## config.mk

```make
export PLATFORM = sky130hd
export DESIGN_NAME = cpl_reorder
export DESIGN_NICKNAME = d
export VERILOG_FILES = /design/src/rtl/cpl_reorder_pkg.sv /design/src/rtl/cpl_reorder_alloc.sv /design/src/rtl/cpl_reorder_ingress.sv /design/src/rtl/cpl_reorder_store.sv /design/src/rtl/cpl_reorder.sv
export SDC_FILE = /design/constraint.sdc
export NUM_CORES = 2
export LEC_CHECK = 0
export BUFFER_PORTS_ARGS = -buffer_cell sky130_fd_sc_hd__buf_4
export CORE_ASPECT_RATIO = 1.1
export CORE_MARGIN = 2
export CORE_UTILIZATION = 50
export CTS_CLUSTER_DIAMETER = 40
export DETAILED_ROUTE_END_ITERATION = 12
export PLACE_DENSITY = 0.78
export SLEW_MARGIN = 5
export SYNTH_ARGS = -nofsm -noshare
export SYNTH_HDL_FRONTEND = slang
export SYNTH_HIERARCHICAL = 1
export SYNTH_SLANG_ARGS = --single-unit
```

## constraint.sdc

```tcl
create_clock -name clk -period 22.7 [get_ports clk]
set_input_delay 2.27 -clock clk [delete_from_list [all_inputs] [get_ports clk]]
set_output_delay 2.27 -clock clk [all_outputs]
set_load 0.02 [all_outputs]
```

## src/rtl/cpl_reorder_pkg.sv

```systemverilog
package cpl_reorder_pkg;
   localparam int TAG_FIELD_LSB = 0;
   localparam int TAG_FIELD_W   = 8;

   function automatic logic [TAG_FIELD_W-1:0] hdr_tag(input logic [63:0] beat);
      return beat[TAG_FIELD_LSB +: TAG_FIELD_W];
   endfunction
endpackage

```

## src/rtl/cpl_reorder_alloc.sv

```systemverilog
module cpl_reorder_alloc #(
   parameter int NUM_CH = 4,
   parameter int CH_W   = $clog2(NUM_CH)
) (
   input  logic              clk,
   input  logic              rst_n,
   input  logic              iss_fire,
   input  logic              rel_fire,
   output logic [NUM_CH-1:0] busy,
   output logic [CH_W-1:0]   head,
   output logic [CH_W-1:0]   tail
);
   function automatic logic [CH_W-1:0] bump(input logic [CH_W-1:0] p);
      return (p == CH_W'(NUM_CH - 1)) ? '0 : p + 1'b1;
   endfunction

   always_ff @(posedge clk) begin
      if (!rst_n) begin
         head <= '0;
         tail <= '0;
      end else begin
         if (iss_fire) tail <= bump(tail);
         if (rel_fire) head <= bump(head);
      end
   end

   for (genvar i = 0; i < NUM_CH; i++) begin : g_busy
      always_ff @(posedge clk) begin
         if (!rst_n)
            busy[i] <= 1'b0;
         else if (iss_fire && tail == CH_W'(i))
            busy[i] <= 1'b1;
         else if (rel_fire && head == CH_W'(i))
            busy[i] <= 1'b0;
      end
   end

   AST_RELEASE_BUSY: assert property (@(posedge clk) disable iff (!rst_n)
      rel_fire |-> busy[head]);
endmodule

```

## src/rtl/cpl_reorder_ingress.sv

```systemverilog
module cpl_reorder_ingress
   import cpl_reorder_pkg::*;
#(
   parameter int NUM_CH = 4,
   parameter int CH_W   = $clog2(NUM_CH),
   parameter int DATA_W = 64
) (
   input  logic              clk,
   input  logic              rst_n,
   input  logic              cpl_valid,
   input  logic              cpl_sop,
   input  logic              cpl_eop,
   input  logic [DATA_W-1:0] cpl_data,
   input  logic [NUM_CH-1:0] busy,
   output logic              wr_en,
   output logic [CH_W-1:0]   wr_ch,
   output logic              cpl_drop
);
   logic [TAG_FIELD_W-1:0] tag;
   logic                   hdr_beat;
   logic                   tag_ok;
   logic                   pkt_on;
   logic                   pkt_ok;
   logic [CH_W-1:0]        pkt_ch;

   assign hdr_beat = cpl_valid && cpl_sop;
   assign tag      = hdr_tag(64'(cpl_data));
   assign tag_ok   = (int'(tag) < NUM_CH) && busy[tag[CH_W-1:0]];

   always_ff @(posedge clk) begin
      if (!rst_n) begin
         pkt_on   <= 1'b0;
         pkt_ok   <= 1'b0;
         pkt_ch   <= '0;
         cpl_drop <= 1'b0;
      end else begin
         cpl_drop <= hdr_beat && !tag_ok;
         if (hdr_beat) begin
            pkt_on <= !cpl_eop;
            pkt_ok <= tag_ok;
            pkt_ch <= tag[CH_W-1:0];
         end else if (cpl_valid && cpl_eop) begin
            pkt_on <= 1'b0;
         end
      end
   end

   assign wr_en = cpl_valid && !cpl_sop && pkt_on && pkt_ok;
   assign wr_ch = pkt_ch;

   AST_DROP_NO_WRITE: assert property (@(posedge clk) disable iff (!rst_n)
      cpl_drop |-> !wr_en);
endmodule

```

## src/rtl/cpl_reorder_store.sv

```systemverilog
module cpl_reorder_store #(
   parameter int NUM_CH   = 4,
   parameter int CH_WORDS = 8,
   parameter int DATA_W   = 64,
   parameter int CH_W     = $clog2(NUM_CH),
   parameter int CNT_W    = $clog2(CH_WORDS + 1)
) (
   input  logic              clk,
   input  logic              rst_n,
   input  logic              wr_en,
   input  logic [CH_W-1:0]   wr_ch,
   input  logic [DATA_W-1:0] wr_data,
   input  logic              clr,
   input  logic [CH_W-1:0]   rd_ch,
   input  logic [CNT_W-1:0]  rd_idx,
   output logic [DATA_W-1:0] rd_word,
   output logic [CNT_W-1:0]  rd_fill
);
   localparam int DEPTH = NUM_CH * CH_WORDS;

   logic [DATA_W-1:0] mem [DEPTH];
   logic [CNT_W-1:0]  cnt [NUM_CH];

   for (genvar i = 0; i < NUM_CH; i++) begin : g_cnt
      always_ff @(posedge clk) begin
         if (!rst_n)
            cnt[i] <= '0;
         else if (clr && rd_ch == CH_W'(i))
            cnt[i] <= '0;
         else if (wr_en && wr_ch == CH_W'(i))
            cnt[i] <= cnt[i] + 1'b1;
      end
   end

   int wr_addr;
   int rd_addr;
   assign wr_addr = int'(wr_ch) * CH_WORDS + int'(cnt[wr_ch]);
   assign rd_addr = int'(rd_ch) * CH_WORDS + int'(rd_idx);

   always_ff @(posedge clk) begin
      if (wr_en && wr_addr < DEPTH) mem[wr_addr] <= wr_data;
   end

   assign rd_word = (rd_addr < DEPTH) ? mem[rd_addr] : '0;
   assign rd_fill = cnt[rd_ch];

   AST_NO_OVERFLOW: assert property (@(posedge clk) disable iff (!rst_n)
      wr_en |-> int'(cnt[wr_ch]) < CH_WORDS);
endmodule

```

## src/rtl/cpl_reorder.sv

```systemverilog
module cpl_reorder #(
   parameter int NUM_CH   = 4,
   parameter int CH_WORDS = 8,
   parameter int DATA_W   = 64,
   localparam int CH_W    = $clog2(NUM_CH),
   localparam int CNT_W   = $clog2(CH_WORDS + 1),
   localparam int BPW     = DATA_W / 8,
   localparam int BYTES_W = $clog2(CH_WORDS * BPW + 1)
) (
   input  logic               clk,
   input  logic               rst_n,
   input  logic               iss_valid,
   output logic               iss_ready,
   input  logic [BYTES_W-1:0] iss_bytes,
   output logic [CH_W-1:0]    iss_tag,
   input  logic               cpl_valid,
   input  logic               cpl_sop,
   input  logic               cpl_eop,
   input  logic [DATA_W-1:0]  cpl_data,
   output logic               cpl_drop,
   output logic               rd_valid,
   input  logic               rd_ready,
   output logic [DATA_W-1:0]  rd_data,
   output logic               rd_last
);
   if (NUM_CH < 2 || NUM_CH > 256) begin : g_bad_num_ch
      $error("NUM_CH must lie in 2..256");
   end
   if (CH_WORDS < 1) begin : g_bad_depth
      $error("CH_WORDS must be at least 1");
   end
   if (DATA_W != 64) begin : g_bad_width
      $error("DATA_W must be 64");
   end

   logic [NUM_CH-1:0] busy;
   logic [CH_W-1:0]   head, tail, wr_ch;
   logic              wr_en, iss_fire, rd_fire, rel_fire;
   logic [CNT_W-1:0]  rd_cnt, head_fill;
   logic [CNT_W-1:0]  need [NUM_CH];
   logic [BYTES_W:0]  bytes_rnd;

   assign iss_ready = !busy[tail];
   assign iss_tag   = tail;
   assign iss_fire  = iss_valid && iss_ready;
   assign bytes_rnd = {1'b0, iss_bytes} + (BYTES_W+1)'(BPW - 1);

   always_ff @(posedge clk) begin
      if (!rst_n) begin
         for (int i = 0; i < NUM_CH; i++) need[i] <= '0;
      end else if (iss_fire) begin
         need[tail] <= CNT_W'(bytes_rnd / (BYTES_W+1)'(BPW));
      end
   end

   cpl_reorder_alloc #(.NUM_CH(NUM_CH), .CH_W(CH_W)) u_alloc (
      .clk, .rst_n, .iss_fire, .rel_fire, .busy, .head, .tail
   );

   cpl_reorder_ingress #(.NUM_CH(NUM_CH), .CH_W(CH_W), .DATA_W(DATA_W)) u_ingress (
      .clk, .rst_n, .cpl_valid, .cpl_sop, .cpl_eop, .cpl_data, .busy,
      .wr_en, .wr_ch, .cpl_drop
   );

   cpl_reorder_store #(.NUM_CH(NUM_CH), .CH_WORDS(CH_WORDS), .DATA_W(DATA_W),
                       .CH_W(CH_W), .CNT_W(CNT_W)) u_store (
      .clk, .rst_n, .wr_en, .wr_ch, .wr_data(cpl_data), .clr(rel_fire),
      .rd_ch(head), .rd_idx(rd_cnt), .rd_word(rd_data), .rd_fill(head_fill)
   );

   assign rd_valid = busy[head] && (rd_cnt < head_fill);
   assign rd_last  = (rd_cnt == need[head] - 1'b1);
   assign rd_fire  = rd_valid && rd_ready;
   assign rel_fire = rd_fire && rd_last;

   always_ff @(posedge clk) begin
      if (!rst_n)
         rd_cnt <= '0;
      else if (rel_fire)
         rd_cnt <= '0;
      else if (rd_fire)
         rd_cnt <= rd_cnt + 1'b1;
   end

   AST_HOLD_OUTPUT: assert property (@(posedge clk) disable iff (!rst_n)
      rd_valid && !rd_ready |=> rd_valid && $stable(rd_data) && $stable(rd_last));
endmodule

```

# Word level (Yosys, flattened, before mapping)
# Memory sizes are Yosys's and may differ from the RTL's. A register that Yosys moved wholly into a read port is not among the register bits.
# Cells that the tools add are included.
[classes]
n_addsub = 11
magnitude_cmp = 7
n_eq_ne = 10
n_mux = 70
bitwise = 9
n_reduce_logical = 38
[ops]
columns = ["op", "count"]
rows = [
  ["less-than comparator 32 x 7 -> 1 bit (second input constant)", 2],
  ["two-way mux 64 bit", 1],
  ["two-way mux 1 bit", 48],
  ["two-way mux 4 bit", 9],
  ["logical AND 1 bit", 24],
  ["adder 4 x 1 -> 4 bit (second input constant)", 5],
  ["two-way mux 2 bit", 9],
  ["adder 5 x 4 -> 6 bit", 2],
  ["== test 2 bit (second input constant)", 6],
  ["nonzero test 2 bit", 5],
  ["less-than comparator 2 x 3 -> 1 bit (second input constant)", 3],
  ["less-than comparator 8 x 3 -> 1 bit (second input constant)", 1],
  ["bitwise OR 1 bit", 8],
  ["adder 7 x 3 -> 7 bit (second input constant)", 1],
  ["binary-select mux 1 bit (select 2 bit)", 3],
  ["== test 2 x 1 -> 1 bit (second input constant)", 3],
  ["zero test 2 bit", 3],
  ["adder 2 x 1 -> 2 bit (second input constant)", 2],
  ["== test 4 bit", 1],
  ["zero test 1 bit", 4],
  ["less-than comparator 4 bit", 1],
  ["OR reduction 4 bit", 1],
  ["subtractor 4 x 1 -> 4 bit (second input constant)", 1],
  ["OR reduction 2 bit", 1],
  ["inverter 1 bit", 1],
]
[word_totals]
reg_bits = 17
ram_bits = 2080
input_bits = 78
out_inout_bits = 70
word_cells = 159
n_memories = 3
[mem_list]
columns = ["memory", "words", "word_bits", "rd", "rd_clocked_by_memory_dff", "wr", "line", "rtl"]
rows = [
  ["u_store.mem", 32, 64, 1, 0, 1, "cpl_reorder_store.sv:21", "logic [DATA_W-1:0] mem [DEPTH];"],
  ["need", 4, 4, 1, 1, 4, "cpl_reorder.sv:40", "logic [CNT_W-1:0] need [NUM_CH];"],
  ["u_store.cnt", 4, 4, 6, 2, 4, "cpl_reorder_store.sv:22", "logic [CNT_W-1:0] cnt [NUM_CH];"],
]

# Longest topological paths before layout
[depth]
depth_word = 11
ltp_mapped = 12
depth_no_buf = 11

# Hierarchy
# Netlist, hierarchy kept.
[modules_own_cells]
columns = ["module", "instances", "cells_each", "area_per_inst_um2", "seq_area_each_um2"]
rows = [
  ["cpl_reorder_store", 1, 3607, 79642.6, 61979.4],
  ["cpl_reorder", 1, 107, 1270.0, 560.5],
  ["cpl_reorder_alloc", 1, 43, 444.2, 160.2],
  ["cpl_reorder_ingress", 1, 24, 236.5, 100.1],
]

# Least setup slack after synthesis
# Ideal clock, no wire load.
[synth_path]
kind = "input port to flip-flop"
start = "input port cpl_sop"
end = "memory u_store.mem[14][0] (enable)"
setup_time_ns = 0.578
arrival_time_ns = 7.668
t_required_ns = 22.122
setup_slack_ns = 14.454
cell_stages = 4
path_buffers = 0
path_cell_list = "and4b_1 > nor2b_1 > nand4b_1 > nor3b_1"
[synth_between]
elab_chain_len = 7
[synth_lines]
columns = ["item", "line", "rtl"]
rows = [
  ["start: declaration", "cpl_reorder.sv:17", "input logic cpl_sop,"],
  ["zero test 1 bit", "cpl_reorder_ingress.sv:48", "assign wr_en = cpl_valid && !cpl_sop && pkt_on && pkt_ok;"],
  ["logical AND 1 bit (3 in series)", "cpl_reorder_ingress.sv:48", ""],
  ["logical AND 1 bit", "cpl_reorder_store.sv:41", "if (wr_en && wr_addr < DEPTH) mem[wr_addr] <= wr_data;"],
  ["two-way mux 1 bit", "cpl_reorder_store.sv:41", ""],
  ["two-way mux 1 bit (implied by the code)", "cpl_reorder_store.sv:41", ""],
  ["end: declaration", "cpl_reorder_store.sv:21", ""],
]
# No other way between the ends.

# Final worst setup path
[layout_path]
start = "register rd_cnt[0]"
end = "output port rd_data[14]"
[layout_between]
elab_chain_len = 3
word_cells_on_any_way = 4
classes_between = "add/sub (1); order compare (1); mux (1); memory (1)"
[layout_lines]
columns = ["item", "line", "rtl"]
rows = [
  ["start: declaration", "cpl_reorder.sv:39", "logic [CNT_W-1:0] rd_cnt, head_fill;"],
  ["start signal: assignment", "cpl_reorder.sv:82", "rd_cnt <= rd_cnt + 1'b1;"],
  ["adder 5 x 4 -> 6 bit *", "cpl_reorder_store.sv:38", "assign rd_addr = int'(rd_ch) * CH_WORDS + int'(rd_idx);"],
  ["less-than comparator 32 x 7 -> 1 bit or memory read (32 x 64 bit) (tied branches)", "--", ""],
  ["two-way mux 64 bit *", "cpl_reorder_store.sv:44", "assign rd_word = (rd_addr < DEPTH) ? mem[rd_addr] : '0;"],
  ["end: declaration", "cpl_reorder.sv:23", "output logic [DATA_W-1:0] rd_data,"],
]
# Mark *: on every way between the ends. The rest lies on a longest branch, timed or not.

==> results <==
- The worst path needs 8.69 ns of the cycle, external delays included.
- The violation count after the first detailed-route iteration is 5242.
- The core region area is 0.162 mm².
- The count of max-cap constraint violations is 0.
- During synthesis, Yosys emitted a total of 6 warnings.
- Along the worst path, the maximum fanout reaches approximately 130.
- Yosys attributes the largest share of cell area to edfxtp_1, mux4_2, mux2i_1.
- The final number of hold-violating endpoints is 0.
- The synthesized netlist net count is ~3.9k.
- The leakage power summed over all cells is 28.2 nW.
- Compared with the post-synthesis result, the final layout area differs by 13.4%.
- The met3 capacity usage during global routing is 6.09%.
- The cell area after synthesis is 0.0816 mm².
- The layer carrying the most global-route usage is met2.
- The finished layout holds 6336 standard cells, fillers aside.
- The share of synthesized area in the top cell type comes to 76.6%.
- The weighted congestion reported at the end of routability-driven placement is 0.766.
- Of the available clock period, the critical path in the final layout requires 38.3%.
- The TritonCTS buffer count is 219.
- The HPWL after detailed placement is 97400 µm.
- After clock tree synthesis, the repair step resized 0 gates.
- After detailed routing, the number of remaining DRC violations is 0.
- The worst hold path belongs to the class flop to flop.
- The count of buffers added on input and output ports is about 150.
- The count of standard-cell rows is 155.
- Synthesis instantiated 79 different standard cells from the library.
- The flow ran to the end, and the final reports show no timing, DRC or antenna violations.
- In the synthesized netlist the async set-or-reset flop fraction comes to 0%.
- Of the cells placed in the final design, the portion with a size suffix greater than 1 is 27.8%.
- Post-CTS timing repair inserted 0 buffers for setup.
- The critical path is of the flop to output pin type.
- In the global route stage, overall resource usage came out at between 20% and 30%.
- The type of destination of the critical path is an output pin.
- The number of antenna violations at the first check in global routing was 10.
- The area of the die is 0.166 mm².
- After layout, the design draws a total of 8.26 mW.
- After routing, the total negative slack on setup checks comes to 0 ns.
- The maximum achievable frequency is 115 MHz.
- The root buffer cell chosen for the clock tree is clkbuf_16.
- Summed over all layers, the global routing overflow is 0.
- The required time of the worst setup path is slightly above 20 ns.
- The met2 usage is between 30% and 40%.
- The number of synthesized flops with an enable pin is approximately 2.1k.
- The total count of max-transition violations in the final report is 0.
- TritonCTS built the clock tree.
- For this design, the CTS-stage hold fixing added 0 buffers.
- STA puts the critical path data arrival time at 6.42 ns.
- Dividing the detail-routed wire length by the instance count gives 31.5 µm.
- For the pin with the worst max-slew slack, the measured transition is 1.20 ns.
- The overall routed net length is ~200000 µm.
- The synthesized flop and latch total is 2097.
- The count of nets left with antenna violations once routing finished came out at 0.
- The dominant register cell in the synthesized netlist is edfxtp_1.
- Power spread over the standard cell area amounts to 89.3 mW/mm².
- Measured along the y axis, the die boundary spans approximately 430 µm.
- On the final layout, the worst clock skew is 0.0506 ns.
- The total iterations of the first detailed-routing run is 6.
- The top-level port count is 148.
- The global-route met1 utilization is 30.6%.
- Across all layers, the routed design uses about 41k vias.
- Dividing the synthesized area by the synthesized cell count gives approximately 22 µm².
- In the synthesized netlist, the cells that appear most often are edfxtp_1, mux4_2, mux2i_1.
- Entering global routing, the biggest net connects 153 pins.
- edfxtp_1 is the most common cell in the netlist.
- The final-stage net count is 4125.
- Setup repair after global routing left no endpoint under its margin.
- Clock tree synthesis found a total of roughly 2.1k sinks.
- The largest area contributor in the netlist is edfxtp_1.
- After detailed placement, the design holds a cell count of 5923.
- The clock input transition at the sequential cells of the worst setup and hold paths is 0.06 ns.
- After detailed routing, the number of vias per cell comes to 6.45.
- Once layout is complete, the utilization of the core stands at 57.1%.
- The worst IR drop on VDD is 95.3 µV.
- The count of endpoints failing setup in the final report is 0.
- Counting along the longest clock path gives a buffer depth of 3.
- In the synthesized netlist, the number of instances is 3781.
- The number of global-route vias before repair is 41.1k.
- The clock reaches the later pin of the worst-skew pair after approximately 0.86 ns.
- The chip width is 389 µm.
- STA classifies the critical path startpoint as a flop.
- The worst slew margin relative to its limit is 19.3%.
- The worst slack on hold paths is 0.454 ns.
- After synthesis, flip-flops and latches occupy about three quarters of the total area.
- The H-tree was split into 4 levels.
- The initial core utilization is just over 50%.
- The first global-routing pass estimated 285000 µm of wire.
[worst paths after layout]
check                                       start                             to  slack [ns]  cells after the start
setup / recovery           rd_cnt[0]$_SDFFE_PP0P_                    rd_data[14]       14.01                      9
hold / removal      u_ingress/pkt_ok$_SDFFE_PN0P_  u_ingress/pkt_ok$_SDFFE_PN0P_        0.45                      2
setup reg to reg  u_ingress/wr_ch[0]$_SDFFE_PN0P_  u_store/mem[11][48]$_DFFE_PP_       17.79                      7
hold reg to reg     u_ingress/pkt_ok$_SDFFE_PN0P_  u_ingress/pkt_ok$_SDFFE_PN0P_        0.45                      2
[report_power, final]
part	switching [mW]	internal (mW)	total, mW	leakage, nW
clock	1.52	2.07	3.59	3.56
combinational	0.220	0.184	0.405	5.78
sequential	0.00934	4.26	4.27	18.9
total	1.75	6.51	8.26	28.2
[per-stage QoR]
stage                     worst slack [ns]  instance area, µm²
final                                14.01               92600
after global routing                 13.45               92600
after CTS                            13.60               92500
after detailed placement             14.60               85100
after global placement               14.61               85100
after floorplan                      14.45               81600
[cell families after synthesis]
group / count (synthesis) / synth area share (%)
DFF: 2097 / 77.0
muxes: 743 / 15.7
and+or+nand+nor: 357 / 2.35
AOI/OAI and AO/OA: 319 / 2.83
buffers and inverters: 228 / 1.60
adders and majority gates: 22 / 0.337
xor gates and xnor gates: 15 / 0.170
[layout make-up]
type,count,area [µm²]
Antenna cell,5,12.5
Clock buffer,256,5660
Clock inverter,152,1740
Fill cell,11200,69600
Inverter,18,72.6
Multi-Input combinational cell,1456,17800
Sequential cell,2097,62800
Tap cell,2119,2650
Timing Repair Buffer,233,1800
[sequential cells by signal, indices dropped and copies added (netlist names)]
name	flops
u_store/mem	2048
need	16
u_store/cnt	16
rd_cnt	4
u_alloc/busy	4
u_alloc/head	2
u_alloc/tail	2
u_ingress/wr_ch	2
u_ingress/cpl_drop	1
u_ingress/pkt_ok	1
u_ingress/pkt_on	1
[worst max-delay path, cell delays in order (launching register included)]
cell and delay, ns:
dfxtp_4 0.82, buf_4 0.81, buf_12 0.82, buf_4 1.01
mux4_2 0.40, mux2_2 0.16, o22ai_1 0.08, nor4_1 0.93
buf_4 0.24, buf_4 0.13
[layout by cell type (no fill, tap or decap), types with 10 or more instances in the layout]
master      synthesis  routed
edfxtp_1         2080    2080
mux4_2            421     421
buf_4              43     229
mux2i_1           221     221
clkbuf_16           0     220
mux2_2            100     100
o22ai_1            79      79
a22oi_1            72      72
nand2_1            61      59
nor2_1             86      55
a211oi_1           48      48
nor4_1             47      44
and2_1             41      40
clkinv_1            0      36
a21oi_1            36      36
clkbuf_1           90      34
clkinv_2            0      31
nor2_4              0      30
bufinv_16           0      22
nand3_1            21      21
ha_1               22      20
inv_1              17      17
nor2b_1            19      17
clkinvlp_4          0      16
nor3_1             17      16
inv_6               0      14
dfxtp_1            17      14
o21ai_0            12      12
nand2b_1           11      10
[per-layer routing]
layer  vias up  wire length, µm
met2      2623            99200
met5         -               57
met3       483            22300
met4        10             7500
li1      16400                -
met1     21300            70200
No activity file was read; power rests on OpenSTA's default activity.
